## src/rtl/hz_pkg.sv

```systemverilog
// Package: shared sizes and the per-slot record of the hazard stall unit.
// Assumes a register file with 2**REG_AW entries where entry 0 is hard-wired.
package hz_pkg;
    localparam int REG_AW  = 5;
    localparam int NUM_SRC = 2;

    // What the unit remembers about one instruction downstream of decode.
    typedef struct packed {
        logic              valid;
        logic              wr;
        logic              mem;
        logic [REG_AW-1:0] dst;
    } slot_t;

    localparam slot_t EMPTY_SLOT = '{valid: 1'b0, wr: 1'b0, mem: 1'b0, dst: '0};
endpackage

```

## src/rtl/hz_shadow_pipe.sv

```systemverilog
// Module: shadow copy of the stages after decode (execute, memory and,
// optionally, writeback). Entry 0 is execute. It advances every clock,
// because stages past decode never stall. Assumes synchronous active-low reset.
module hz_shadow_pipe
    import hz_pkg::*;
#(
    parameter int DEPTH = 2
) (
    input  logic  clk,
    input  logic  rst_n,
    input  slot_t enter_slot,
    output slot_t stage [DEPTH]
);
    // Execute entry: load what decode hands over, or empty on reset.
    always_ff @(posedge clk) begin
        if (!rst_n) stage[0] <= EMPTY_SLOT;
        else        stage[0] <= enter_slot;
    end

    // Later entries: plain shift register, one stage per clock.
    for (genvar i = 1; i < DEPTH; i++) begin : g_shift
        always_ff @(posedge clk) begin
            if (!rst_n) stage[i] <= EMPTY_SLOT;
            else        stage[i] <= stage[i-1];
        end
    end
endmodule

```

## src/rtl/hz_raw_match.sv

```systemverilog
// Module: read-after-write detector. Compares each enabled decode source
// against every tracked downstream destination that is valid, written and
// non-zero. Assumes the caller passes only the stages whose results are not
// yet readable from the register file.
module hz_raw_match
    import hz_pkg::*;
#(
    parameter int NCHK = 2
) (
    input  logic [REG_AW-1:0] src_num [NUM_SRC],
    input  logic              src_en  [NUM_SRC],
    input  slot_t             stage   [NCHK],
    output logic              hit
);
    logic [NCHK-1:0]    live;
    logic [NUM_SRC-1:0] pair [NCHK];

    for (genvar s = 0; s < NCHK; s++) begin : g_stage
        // A stage counts only if it will really write a non-zero register.
        assign live[s] = stage[s].valid && stage[s].wr && (stage[s].dst != '0);
        for (genvar k = 0; k < NUM_SRC; k++) begin : g_src
            // One source against one stage.
            assign pair[s][k] = live[s] && src_en[k] && (src_num[k] == stage[s].dst);
        end
    end

    // Reduce the comparison matrix to one hazard flag.
    always_comb begin
        hit = 1'b0;
        for (int s = 0; s < NCHK; s++) hit = hit | (|pair[s]);
    end
endmodule

```

## src/rtl/hz_stall_ctrl.sv

```systemverilog
// Module: combines the dependency flag and the memory-port conflict into the
// front-end controls. The port conflict always takes fetch off the memory,
// whether or not a dependency exists. Purely combinational.
module hz_stall_ctrl (
    input  logic id_valid,
    input  logic raw_hit,
    input  logic port_busy,
    output logic fetch_stall,
    output logic decode_stall,
    output logic ex_bubble,
    output logic decode_bubble
);
    logic raw_stall;

    // Decide the four front-end controls for this cycle.
    always_comb begin
        raw_stall     = id_valid && raw_hit;
        decode_stall  = raw_stall;
        ex_bubble     = raw_stall;
        fetch_stall   = raw_stall || port_busy;
        decode_bubble = port_busy && !raw_stall;
    end
endmodule

```

## src/rtl/pipe_hazard_unit.sv

```systemverilog
// Module: hazard stall unit for a five-stage in-order pipeline that has no
// forwarding and one single-port memory. Tracks the instructions it releases
// from decode and raises stalls for read-after-write dependencies and for
// memory-stage operand accesses. WB_WRITE_FIRST=1 assumes the register file
// writes before it reads within one cycle, so writeback needs no tracking.
module pipe_hazard_unit
    import hz_pkg::*;
#(
    parameter int WB_WRITE_FIRST = 1
) (
    input  logic              clk,
    input  logic              rst_n,
    input  logic              id_valid,
    input  logic [REG_AW-1:0] id_src1,
    input  logic              id_src1_en,
    input  logic [REG_AW-1:0] id_src2,
    input  logic              id_src2_en,
    input  logic [REG_AW-1:0] id_dst,
    input  logic              id_dst_en,
    input  logic              id_mem_acc,
    output logic              fetch_stall,
    output logic              decode_stall,
    output logic              ex_bubble,
    output logic              decode_bubble
);
    localparam int NCHK = (WB_WRITE_FIRST != 0) ? 2 : 3;
    localparam int MEM_IDX = 1;

    slot_t             issue;
    slot_t             shadow [NCHK];
    logic [REG_AW-1:0] src_num [NUM_SRC];
    logic              src_en  [NUM_SRC];
    logic              raw_hit;
    logic              port_busy;

    // Gather the decode sources into arrays for the comparator.
    always_comb begin
        src_num[0] = id_src1;
        src_en[0]  = id_src1_en;
        src_num[1] = id_src2;
        src_en[1]  = id_src2_en;
    end

    // Record released to execute: the decode instruction, or an empty slot.
    always_comb begin
        issue       = EMPTY_SLOT;
        issue.valid = id_valid && !decode_stall;
        if (issue.valid) begin
            issue.wr  = id_dst_en;
            issue.mem = id_mem_acc;
            issue.dst = id_dst;
        end
    end

    // The memory stage owns the single port when it holds a load or store.
    always_comb port_busy = shadow[MEM_IDX].valid && shadow[MEM_IDX].mem;

    hz_shadow_pipe #(.DEPTH(NCHK)) u_shadow (
        .clk        (clk),
        .rst_n      (rst_n),
        .enter_slot (issue),
        .stage      (shadow)
    );

    hz_raw_match #(.NCHK(NCHK)) u_raw (
        .src_num (src_num),
        .src_en  (src_en),
        .stage   (shadow),
        .hit     (raw_hit)
    );

    hz_stall_ctrl u_ctrl (
        .id_valid      (id_valid),
        .raw_hit       (raw_hit),
        .port_busy     (port_busy),
        .fetch_stall   (fetch_stall),
        .decode_stall  (decode_stall),
        .ex_bubble     (ex_bubble),
        .decode_bubble (decode_bubble)
    );
endmodule

```

## config.mk

```make
export PLATFORM = sky130hd
export DESIGN_NAME = pipe_hazard_unit
export DESIGN_NICKNAME = d
export VERILOG_FILES = /design/src/rtl/hz_pkg.sv /design/src/rtl/hz_shadow_pipe.sv /design/src/rtl/hz_raw_match.sv /design/src/rtl/hz_stall_ctrl.sv /design/src/rtl/pipe_hazard_unit.sv
export SDC_FILE = /design/constraint.sdc
export NUM_CORES = 1
export LEC_CHECK = 0
export BUFFER_PORTS_ARGS = -buffer_cell sky130_fd_sc_hd__buf_2
export CORE_AREA = 2 2 61 63
export CTS_BUF_LIST = sky130_fd_sc_hd__clkbuf_16
export DETAILED_ROUTE_END_ITERATION = 6
export DIE_AREA = 0 0 63 65
export PLACE_DENSITY = 0.51
export SKIP_CTS_REPAIR_TIMING = 1
export SYNTH_ARGS = -nofsm -noshare
export SYNTH_HDL_FRONTEND = slang
export SYNTH_SLANG_ARGS = --single-unit
```

## constraint.sdc

```tcl
create_clock -name clk -period 1.93 [get_ports clk]
set_clock_uncertainty 0.15 [all_clocks]
set_input_delay 0.386 -clock clk [delete_from_list [all_inputs] [get_ports clk]]
set_output_delay 0.386 -clock clk [all_outputs]
set_load 0.005 [all_outputs]
```

==> Word-level counts from Yosys, hierarchy flattened <==
Index checks and enable logic that the tools add are counted.
{ "classes": {"bitwise": 1, "multipliers": 0, "n_lt_le_gt_ge": 0, "n_reduce_logical": 23, "div_mod_pow": 0, "n_addsub": 0, "shift": 0, "mux": 0, "eq_ne": 4} }
{ "ops": {"columns": ["cell", "n"], "rows": [
  ["$eq A5 B5 Y1", 4],
  ["$logic_and A1 B1 Y1", 16],
  ["$reduce_bool A5 Y1", 2],
  ["$reduce_or A2 Y1", 2],
  ["$reduce_and A2 Y1", 1],
  ["$logic_not A1 Y1", 1],
  ["$logic_or A1 B1 Y1", 1],
  ["$or A1 B1 Y1", 1]
]} }
{ "totals": {"ramBits": 0, "rom_bits": 0, "reg_bits": 16, "elab_cells": 36, "input_bits": 22, "mem_count": 0, "latchBits": 0} }

==> Logic depth before layout (Yosys ltp) <==
Gate-level depths: netlist of run 1.
{ "depth": {"word_depth": 10, "ltp_mapped": 6, "depth_no_buf": 4} }

==> Cells and area by module <==
Synthesis of run 1 repeated with hierarchy kept, for this count alone.
{ "hier_totals": {"hier_cells": 79, "hier_area_um2": 833.3} }
{ "by_module_without_submodules": {"columns": ["mod", "n_inst", "cells_each", "area_per_inst_um2"], "rows": [
  ["hz_shadow_pipe", 1, 33, 446.7],
  ["hz_raw_match", 1, 33, 280.3],
  ["pipe_hazard_unit", 1, 9, 73.8],
  ["hz_stall_ctrl", 1, 4, 32.5]
]} }

==> Worst setup path before layout of run 1 <==
Ideal clock, no wire load.
{ "synth_timing": {"path_kind": "register to output", "start": "reg, netlist name u_shadow.stage[12]", "end": "out ex_bubble", "path_buffers": 2, "setup_slack_ns": -0.056, "t_required_ns": 1.394, "path_stages_with_launch": 7, "arrival_time_ns": 1.450, "path_cell_list": "dfxtp_1 -> or3_1 -> o311a_1 -> buf_2 -> nand2_1 -> o22ai_1 -> buf_4"} }
{ "synth_between": {"elab_chain_len": 7, "word_cells_on_any_way": 11} }
{ "synth_lines": {"columns": ["item", "line", "text"], "rows": [
  ["$reduce_bool A5 Y1", "hz_raw_match.sv:20", "assign live[s] = stage[s].valid && stage[s].wr && (stage[s].dst != '0);"],
  ["$logic_and A1 B1 Y1", "hz_raw_match.sv:20", null],
  ["$logic_and A1 B1 Y1 (2 in a row)", "hz_raw_match.sv:23", "assign pair[s][k] = live[s] && src_en[k] && (src_num[k] == stage[s].dst);"],
  ["$reduce_or A2 Y1 *", "hz_raw_match.sv:30", "for (int s = 0; s < NCHK; s++) hit = hit | (|pair[s]);"],
  ["$or A1 B1 Y1 *", "hz_raw_match.sv:30", null],
  ["$logic_and A1 B1 Y1 *", "hz_stall_ctrl.sv:17", "raw_stall = id_valid && raw_hit;"],
  ["end, declared", "pipe_hazard_unit.sv:23", "output logic ex_bubble,"]
]} }
Mark *: on every way between the ends. The rest lies on a longest branch, timed or not.

==> Final worst setup path of run 1 <==
{ "layout_timing": {"start": "reg, netlist name u_shadow.stage[8]", "end": "out decode_bubble"} }
{ "layout_between": {"elab_chain_len": 9, "word_cells_on_any_way": 13} }
{ "layout_lines": {"columns": ["item", "line", "text"], "rows": [
  ["$reduce_bool A5 Y1", "hz_raw_match.sv:20", null],
  ["$logic_and A1 B1 Y1", "hz_raw_match.sv:20", null],
  ["$logic_and A1 B1 Y1 (2 in a row)", "hz_raw_match.sv:23", null],
  ["$reduce_or A2 Y1 *", "hz_raw_match.sv:30", null],
  ["$or A1 B1 Y1 *", "hz_raw_match.sv:30", null],
  ["$logic_and A1 B1 Y1 *", "hz_stall_ctrl.sv:17", null],
  ["$logic_not A1 Y1 *", "hz_stall_ctrl.sv:21", "decode_bubble = port_busy && !raw_stall;"],
  ["$logic_and A1 B1 Y1 *", "hz_stall_ctrl.sv:21", null],
  ["end, declared", "pipe_hazard_unit.sv:24", "output logic decode_bubble"]
]} }
Marked as above.

==> impl_metrics.tcl, run 1 <==
set metrics [dict create \
    critPathTopFamily "compound AO/OA/AOI/OAI gates" \
    core_sq_mm 0.00350 \
    syn_inst 88 \
    path_buf_inv 2 \
    power_density_mw_per_mm2 702 \
    clockBufferDepth 2 \
    final_nets 150 \
    cts_tree "yes" \
    worstPathMaxFanout 3 \
    setup_ws_ns -0.266 \
    num_vias 778 \
    antenna_found_initial 0 \
    crit_path_start_kind "register" \
    dr.first_iter.drc_count 37 \
    violations "negative setup slack" \
    first_pass_iters 4 \
    synth_fp_nets 110 \
    drc 0 \
    grt.total_usage_pct 10.6 \
    routed_wl_microns 2010 \
    place_hpwl_microns 1610 \
    yosys.area.top_type_share_pct 38.8 \
    arrival_ns 1.66 \
    synth_area_leaders "dfxtp_1 39%, xnor2_1 21%, a221oi_1 8.5%" \
    syn2layout_area_growth_pct 49.1 \
    yosysSeqAreaShare_pct 38.8 \
    clock_sinks 16 \
    crit_type "reg -> out" \
    synth.distinct_cells 16 \
    tns_ns -0.877 \
    grt_pass1_vias 773 \
    dp_cells 169 \
    multi_input_area_sq_um 534 \
    finalHoldViolCount 0 \
    regMostFlops "u_shadow.stage" \
    worstMarginPinSlew_ns 0.247 \
    place.gp.congestion 0.874 \
    drtAntennaViolNets 0 \
    grt_first_pass_wirelength_microns 3250 \
    fp-row-count 22 \
    detail_route.wl_per_cell_microns 11.5 \
    grt_max_degree 11 \
    synth_area_sq_um 826 \
    max_stage_delay_ns 0.30 \
    cts-root-buf "clkbuf_16" \
    period_needed_ns 2.20 \
    final_cell_mix "25 x buf_2, 18 x xnor2_1, 13 x nand2_1, 13 x buf_4, 13 x dfxtp_1" \
    stdcell_count 175 \
    worst_setup_path_end_kind "output port" \
    chipHeight_microns 65 \
    yosys_warnings 0 \
    hold_class "in -> reg" \
    cts_max_level 1 \
    die_area_sq_mm 0.00410 \
    clkTransAtPathRegs_ns 0.04 \
    worstPathCellList "buf_4 > xnor2_1 > nand4_1 > o22a_2 > o221a_2 > buf_2" \
    largest_reg_flops 16 \
    reg.largest.list "u_shadow.stage x16" \
    crit_slowest_cell "dfxtp_1" \
    synth_top_cell_by_area "dfxtp_1" \
    port_buffers 25 \
    start_util_pct 23.6 \
    p_leak_uw 0.000504 \
    seq_area_sq_um 324 \
    drv_slew 0 \
    diodes 0 \
    rsz0062_at_grt "yes" \
    drive_gt1_share_pct 42.5 \
    insertion_delay_ns 0.24 \
    whs_ns 0.214 \
    overflow 0 \
    die_w_microns 63 \
    slew_headroom_pct 83.5 \
    synth.avg_cell_area_sq_um 9.38 \
    required_ns 1.39 \
    boundaryPins 26 \
    num-fill-cells 376 \
    final_common_cell "buf_2" \
    max_cap_violations 0 \
    period_share_pct 114 \
    vias_per_cell 4.45 \
    outcome "complete, but fails checks" \
    ys_ff_latch 16 \
    cts_buffers 3 \
    peakVddDrop_uv 228 \
    max_freq_mhz 455 \
    setup_viol 4 \
]
worst min-delay path: cells and delay by family:
kind,cells,cell delay [ns]
buf+inv,1,0.09
simple gates,1,0.04
compound gates,1,0.04
kinds of logic (layout without fill, tap and decap cells):
family | Yosys count | after routing | synth area share (%)
AOI/OAI and AO/OA | 17 | 17 | 17.7
xor gates and xnor gates | 20 | 20 | 21.2
buffers and inverters | 4 | 43 | 3.33
DFF | 16 | 16 | 38.8
and+or+nand+nor | 31 | 31 | 18.9
cell type report:
class                      instances  area share, %
clock inverter                     1          0.305
multi-input combinational         68           43.4
timing repair buffer              39           19.0
clock buffer                       3           6.10
sequential                        16           26.3
tap                               48           4.88
path summary, 6_finish.rpt:
kind                            slack, ns  cells past startpoint          startpoint                  to
worst max-delay path                -0.27                      6   u_shadow.stage[8]       decode_bubble
worst min-delay path                 0.21                      3           id_dst[4]  u_shadow.stage[12]
worst max register to register       0.08                      5   u_shadow.stage[1]  u_shadow.stage[12]
worst min register to register       0.28                      1  u_shadow.stage[13]   u_shadow.stage[5]
cells in the mapped netlist (all sizes together):
cell type,n
xnor2,20
dfxtp,16
nand2,15
and2,10
a221oi,8
nand4,4
buf,3
o22ai,3
o22a,2
o311a,2
or3,2
clkbuf,1
o221a,1
o221ai,1
power by group:
group	switching [uW]	internal, uW	leakage [uW]
Sequential	9.28	344	0.000132
Combinational	52.3	66.9	0.000333
Clock	118	274	0.0000385
Total	180	684	0.000504
stage by stage:
stage | setup WS (ns) | cell area (sq um) | utilization [%] | total power, uW
2_1_floorplan | 0.00144 | 861 | - | 414
3_5_place_dp | -0.147 | 1100 | 31.4 | 470
6_report | -0.266 | 1230 | 35.2 | 864
5_1_grt | -0.335 | 1230 | 35.2 | 896
4_1_cts | -0.322 | 1180 | 33.7 | 868
3_3_place_gp | -0.112 | 1100 | 31.4 | 467
layer usage:
layer / vias up / GRT usage, % / routed length (microns)
met5: - / 0 / 0
met3: 8 / 2.78 / 120
met4: 0 / 9.44 / 87
met2: 30 / 16.4 / 900
met1: 343 / 11.9 / 899
li1: 397 / - / -
Power figures use the tool's default switching activity.
==> run 2, diff against run 1 <==
ABC_AREA = 1   (was default)
CORE_AREA = 2 2 64 66   (was 2 2 61 63)
DIE_AREA = 0 0 66 68   (was 0 0 63 65)
==> impl_metrics.tcl, run 2 <==
set metrics [dict create \
    outcome "complete, but fails checks" \
    violations "negative setup slack" \
    antenna_found_initial 0 \
    drtAntennaViolNets 0 \
    max_freq_mhz 514 \
    routed_wl_microns 1980 \
    yosysSeqAreaShare_pct 34.9 \
    place_hpwl_microns 1700 \
    final_common_cell "nand2_1" \
    final_nets 214 \
    synth_fp_nets 185 \
    p_leak_uw 0.000772 \
    top_usage_layer "met2" \
    crit_path_start_kind "register" \
    largest_reg_flops 16 \
    yosys.area.top_type_share_pct 34.9 \
    die_area_sq_mm 0.00449 \
    insertion_delay_ns 0.24 \
    dr.first_iter.drc_count 38 \
    syn_inst 163 \
    required_ns 1.39 \
    overflow 0 \
    synth-edff-count 0 \
    synth_area_leaders "dfxtp_1 35%, nand2_1 27%, inv_1 15%" \
    core_sq_mm 0.00386 \
    clock_sinks 16 \
    grt.total_usage_pct 9.45 \
    reg.largest.list "u_shadow.stage x16" \
    setup_ws_ns -0.0144 \
    period_needed_ns 1.94 \
    synth_commonest_cells "67 x nand2_1, 36 x inv_1, 24 x nor2_1" \
    setup_viol 2 \
    cts_max_level 1 \
    finalHoldViolCount 0 \
    yosysMostFrequentCell "nand2_1" \
    cts_buffers 3 \
    slew_headroom_pct 88.6 \
    clkTransAtPathRegs_ns 0.05 \
    grt.met2_usage_pct 17.6 \
    hold_class "in -> reg" \
    grt_pass1_vias 784 \
    grt.met3_usage_pct 1.64 \
    dp_cells 236 \
    start_util_pct 23.8 \
    num_vias 925 \
    ys_ff_latch 16 \
    post-route-cell-area_sq_mm 0.00121 \
    synth_area_sq_um 917 \
    arrival_ns 1.41 \
    num-fill-cells 469 \
    ys_async_sr_fraction_pct 0 \
    peakVddDrop_uv 383 \
    fp-row-count 23 \
    crit_type "reg -> out" \
    synth_top_cell_by_area "dfxtp_1" \
    grt_first_pass_wirelength_microns 3300 \
    synth_ff_type "dfxtp_1" \
    hold_path_depth 3 \
    chipHeight_microns 68 \
    stdcell_count 240 \
    drc 0 \
    port_buffers 25 \
    clockBufferDepth 2 \
    cts_tree "yes" \
    die_w_microns 66 \
    vias_per_cell 3.85 \
    period_share_pct 101 \
    grt_max_degree 10 \
    detail_route.wl_per_cell_microns 8.26 \
    drv_slew 0 \
    diodes 0 \
    final_cell_mix "66 x nand2_1, 32 x inv_1, 25 x buf_2" \
    place.gp.congestion 0.762 \
    yosys_warnings 0 \
    reg2reg_depth 9 \
    syn2layout_area_growth_pct 32.3 \
    boundaryPins 26 \
    rsz0062_at_grt "yes" \
    worst_setup_path_end_kind "output port" \
    dpl-instance-area_sq_mm 0.00109 \
    synth.distinct_cells 14 \
    first_pass_iters 4 \
    worstPathMaxFanout 4 \
    cts-root-buf "clkbuf_16" \
    max_cap_violations 0 \
    drive_gt1_share_pct 27.4 \
    regMostFlops "u_shadow.stage" \
    power_density_mw_per_mm2 690 \
    worstMarginPinSlew_ns 0.170 \
    synth.avg_cell_area_sq_um 5.63 \
    use_met1_pct 11.0 \
]
run 2: final cells by class:
cell class	instances	area, sq um	share of cell area (%)
multi-input cells	107	459	37.8
flip-flops and latches	16	339	27.9
inverters	38	145	12.0
repair buffers	26	133	10.9
clock buffers	3	75.1	6.19
well taps	50	62.6	5.15
run 2: final timing paths:
path                                    startpoint  slack, ns                end
worst max-delay path            u_shadow.stage[10]      -0.01       decode_stall
worst min-delay path                     id_dst[1]       0.20  u_shadow.stage[9]
worst max register to register  u_shadow.stage[10]       0.62  u_shadow.stage[8]
worst min register to register  u_shadow.stage[13]       0.26  u_shadow.stage[5]
run 2: cells by family after synthesis:
group	count (synthesis)	share of synthesized area [%]
compound gates	2	1.09
flops	16	34.9
buf+inv	40	16.8
simple gates	105	47.2
run 2: worst max-delay path, cell delays in order (launching register included):
cell     delay [ns]
dfxtp_4        0.36
inv_2          0.05
nand2_1        0.05
nand2_1        0.04
nor2_1         0.11
nand3_1        0.08
nand2_1        0.09
nand2_2        0.09
nand2_2        0.09
nand2_2        0.05
inv_1          0.05
buf_2          0.11
run 2: power breakdown:
part           total [uW]  internal (uW)  leakage [uW]  switching (uW)
sequential            351            341      0.000135            10.2
clock                 382            271     0.0000370             112
combinational         104           45.7      0.000600            58.4
total                 837            657      0.000772             180
run 2: layer usage:
layer | part of all wire, % | vias up
met4 | 0.61 | 0
met2 | 51 | 12
met1 | 45 | 390
met3 | 4.0 | 2
met5 | 0 | -
li1 | - | 521
run 2: per-stage QoR:
stage | power, uW | setup slack [ns] | TNS [ns] | hold slack [ns] | util (%)
final | 837 | -0.0144 | -0.0244 | 0.201 | 31.5
after global routing | 884 | -0.158 | -0.582 | 0.212 | 31.5
after floorplan | 417 | 0.304 | 0 | 0.240 | -
after CTS | 850 | -0.102 | -0.354 | 0.201 | 30.3
after global placement | 460 | 0.0787 | 0 | 0.243 | 28.4
after detailed placement | 460 | 0.0717 | 0 | 0.248 | 28.4
==> run 3, diff against run 2 <==
PLACE_DENSITY = 0.49   (was 0.51)
clock period = 2.35 ns   (was 1.93 ns; I/O delays follow)
==> impl_metrics.tcl, run 3 (synthesis gave the netlist of run 2 again) <==
set metrics [dict create \
    p_sw_uw 157 \
    min_to "u_shadow.stage[5]" \
    fp-row-count 23 \
    grt_pass1_vias 805 \
    place_hpwl_microns 1660 \
    first_pass_iters 4 \
    reg2reg_depth 9 \
    setup_ws_ns 0.221 \
    vias_per_cell 3.77 \
    peakVddDrop_uv 311 \
    drive_gt1_share_pct 18.4 \
    rsz0062_at_grt "no" \
    slew_headroom_pct 85.3 \
    grt_max_degree 10 \
    num_vias 905 \
    antenna_found_initial 0 \
    die_area_sq_mm 0.00449 \
    largest_reg_flops 16 \
    place.gp.congestion 0.738 \
    period_share_pct 90.6 \
    period_needed_ns 2.13 \
    crit_path_start_kind "register" \
    reg2reg_from "u_shadow.stage[8]" \
    grt.total_usage_pct 9.93 \
    drv_slew 0 \
    worstMarginPinSlew_ns 0.221 \
    seqPwrFrac_pct 41.4 \
    core_sq_mm 0.00386 \
    detail_route.wl_per_cell_microns 8.25 \
    dr.first_iter.drc_count 34 \
    final_nets 213 \
    diodes 0 \
    fin_util_pct 30.4 \
    outcome "finished clean" \
    worst_setup_path_end_kind "output port" \
    arrival_ns 1.51 \
    reg.largest.list "u_shadow.stage x16" \
    setup_viol 0 \
    grt_first_pass_wirelength_microns 3300 \
    r2r-end "u_shadow.stage[10]" \
    syn2layout_area_growth_pct 27.8 \
    hold_path_depth 2 \
    cts_buffers 3 \
    tns_ns 0 \
    power_density_mw_per_mm2 597 \
    finalHoldViolCount 0 \
    drc 0 \
    p_leak_uw 0.000763 \
    routed_wl_microns 1980 \
    drtAntennaViolNets 0 \
    clock_sinks 16 \
    cts_max_level 1 \
    insertion_delay_ns 0.25 \
    cts_tree "yes" \
    boundaryPins 26 \
    clkPwrFrac_pct 47.0 \
    post-route-cell-area_sq_mm 0.00117 \
    hold_class "reg -> reg" \
    reg2reg_slack_ns 0.92 \
    max_cap_violations 0 \
    dpl-instance-area_sq_mm 0.00109 \
    final_cell_mix "67 x nand2_1, 36 x inv_1, 25 x buf_2" \
    swShare_pct 22.4 \
    p_int_uw 543 \
    overflow 0 \
    required_ns 1.73 \
    pre_cts_ws_ns 0.343 \
    chipHeight_microns 68 \
    clkTransAtPathRegs_ns 0.05 \
    worstPathMaxFanout 5 \
    holdCritStartpoint "u_shadow.stage[13]" \
    clockBufferDepth 2 \
    max_freq_mhz 470 \
    start_util_pct 23.8 \
    final_common_cell "nand2_1" \
    port_buffers 25 \
    power_frac_comb_pct 11.6 \
    cts-root-buf "clkbuf_16" \
    crit_type "reg -> out" \
    regMostFlops "u_shadow.stage" \
    die_w_microns 66 \
]
==> run 3: changes by cell type in the layout (fill, tap and decap cells not counted), moves of 2 or more <==
cell     before  now
nor2_2        2    0
inv_2         5    2
dfxtp_1       9   16
dfxtp_2       3    0
inv_1        32   36
nor2_1       22   24
dfxtp_4       4    0
==> run 3: worst max-delay path by stage <==
stage,startpoint,to,cells after the start
6_report,u_shadow.stage[8],decode_stall,11
4_1_cts,u_shadow.stage[9],ex_bubble,11
5_1_grt,u_shadow.stage[8],decode_stall,11
2_1_floorplan,id_src1[1],ex_bubble,11
3_5_place_dp,id_src2[2],ex_bubble,12
3_3_place_gp,id_src1[1],decode_bubble,11
==> run 3: area by class of cell <==
type / instances / area [sq um]
clock buffers: 3 / 75.1
flip-flops and latches: 16 / 320
clock inverters: 1 / 3.75
multi-input cells: 107 / 443
inverters: 38 / 143
well taps: 50 / 62.6
fillers: 457 / 2680
repair buffers: 25 / 125
==> run 3: metal layers <==
layer / vias up / track usage [%] / wire length [microns]
li1: 516 / - / -
met1: 367 / 11.2 / 898
met2: 17 / 17.2 / 914
met3: 5 / 2.14 / 113
met4: 0 / 6.12 / 53
met5: - / 0 / 0
==> run 3: power groups by stage <==
| stage | logic (uW) | clock network (uW) | registers, uW |
|---|---|---|---|
| 2_1_floorplan | 50.3 | 0 | 292 |
| 3_3_place_gp | 83.7 | 0 | 295 |
| 3_5_place_dp | 83.2 | 0 | 295 |
| 4_1_cts | 83.7 | 341 | 289 |
| 5_1_grt | 95.8 | 355 | 290 |
| 6_report | 81.2 | 329 | 290 |
==> run 3: critical path, stage by stage (launching register included) <==
cell	delay, ns
dfxtp_1	0.43
inv_1	0.09
nand2_1	0.06
nand2_1	0.05
nor2_1	0.08
nand3_1	0.09
nand2_1	0.09
nand2_2	0.08
nand2_2	0.09
nand2_2	0.05
inv_1	0.05
buf_2	0.10
==> run 3: per-stage QoR <==
step / std cells / hold slack [ns] / power [uW]
after floorplan: 163 / 0.240 / 343
after global placement: 236 / 0.248 / 378
after detailed placement: 236 / 0.253 / 378
after CTS: 240 / 0.266 / 714
after global routing: 240 / 0.278 / 741
final: 240 / 0.261 / 700
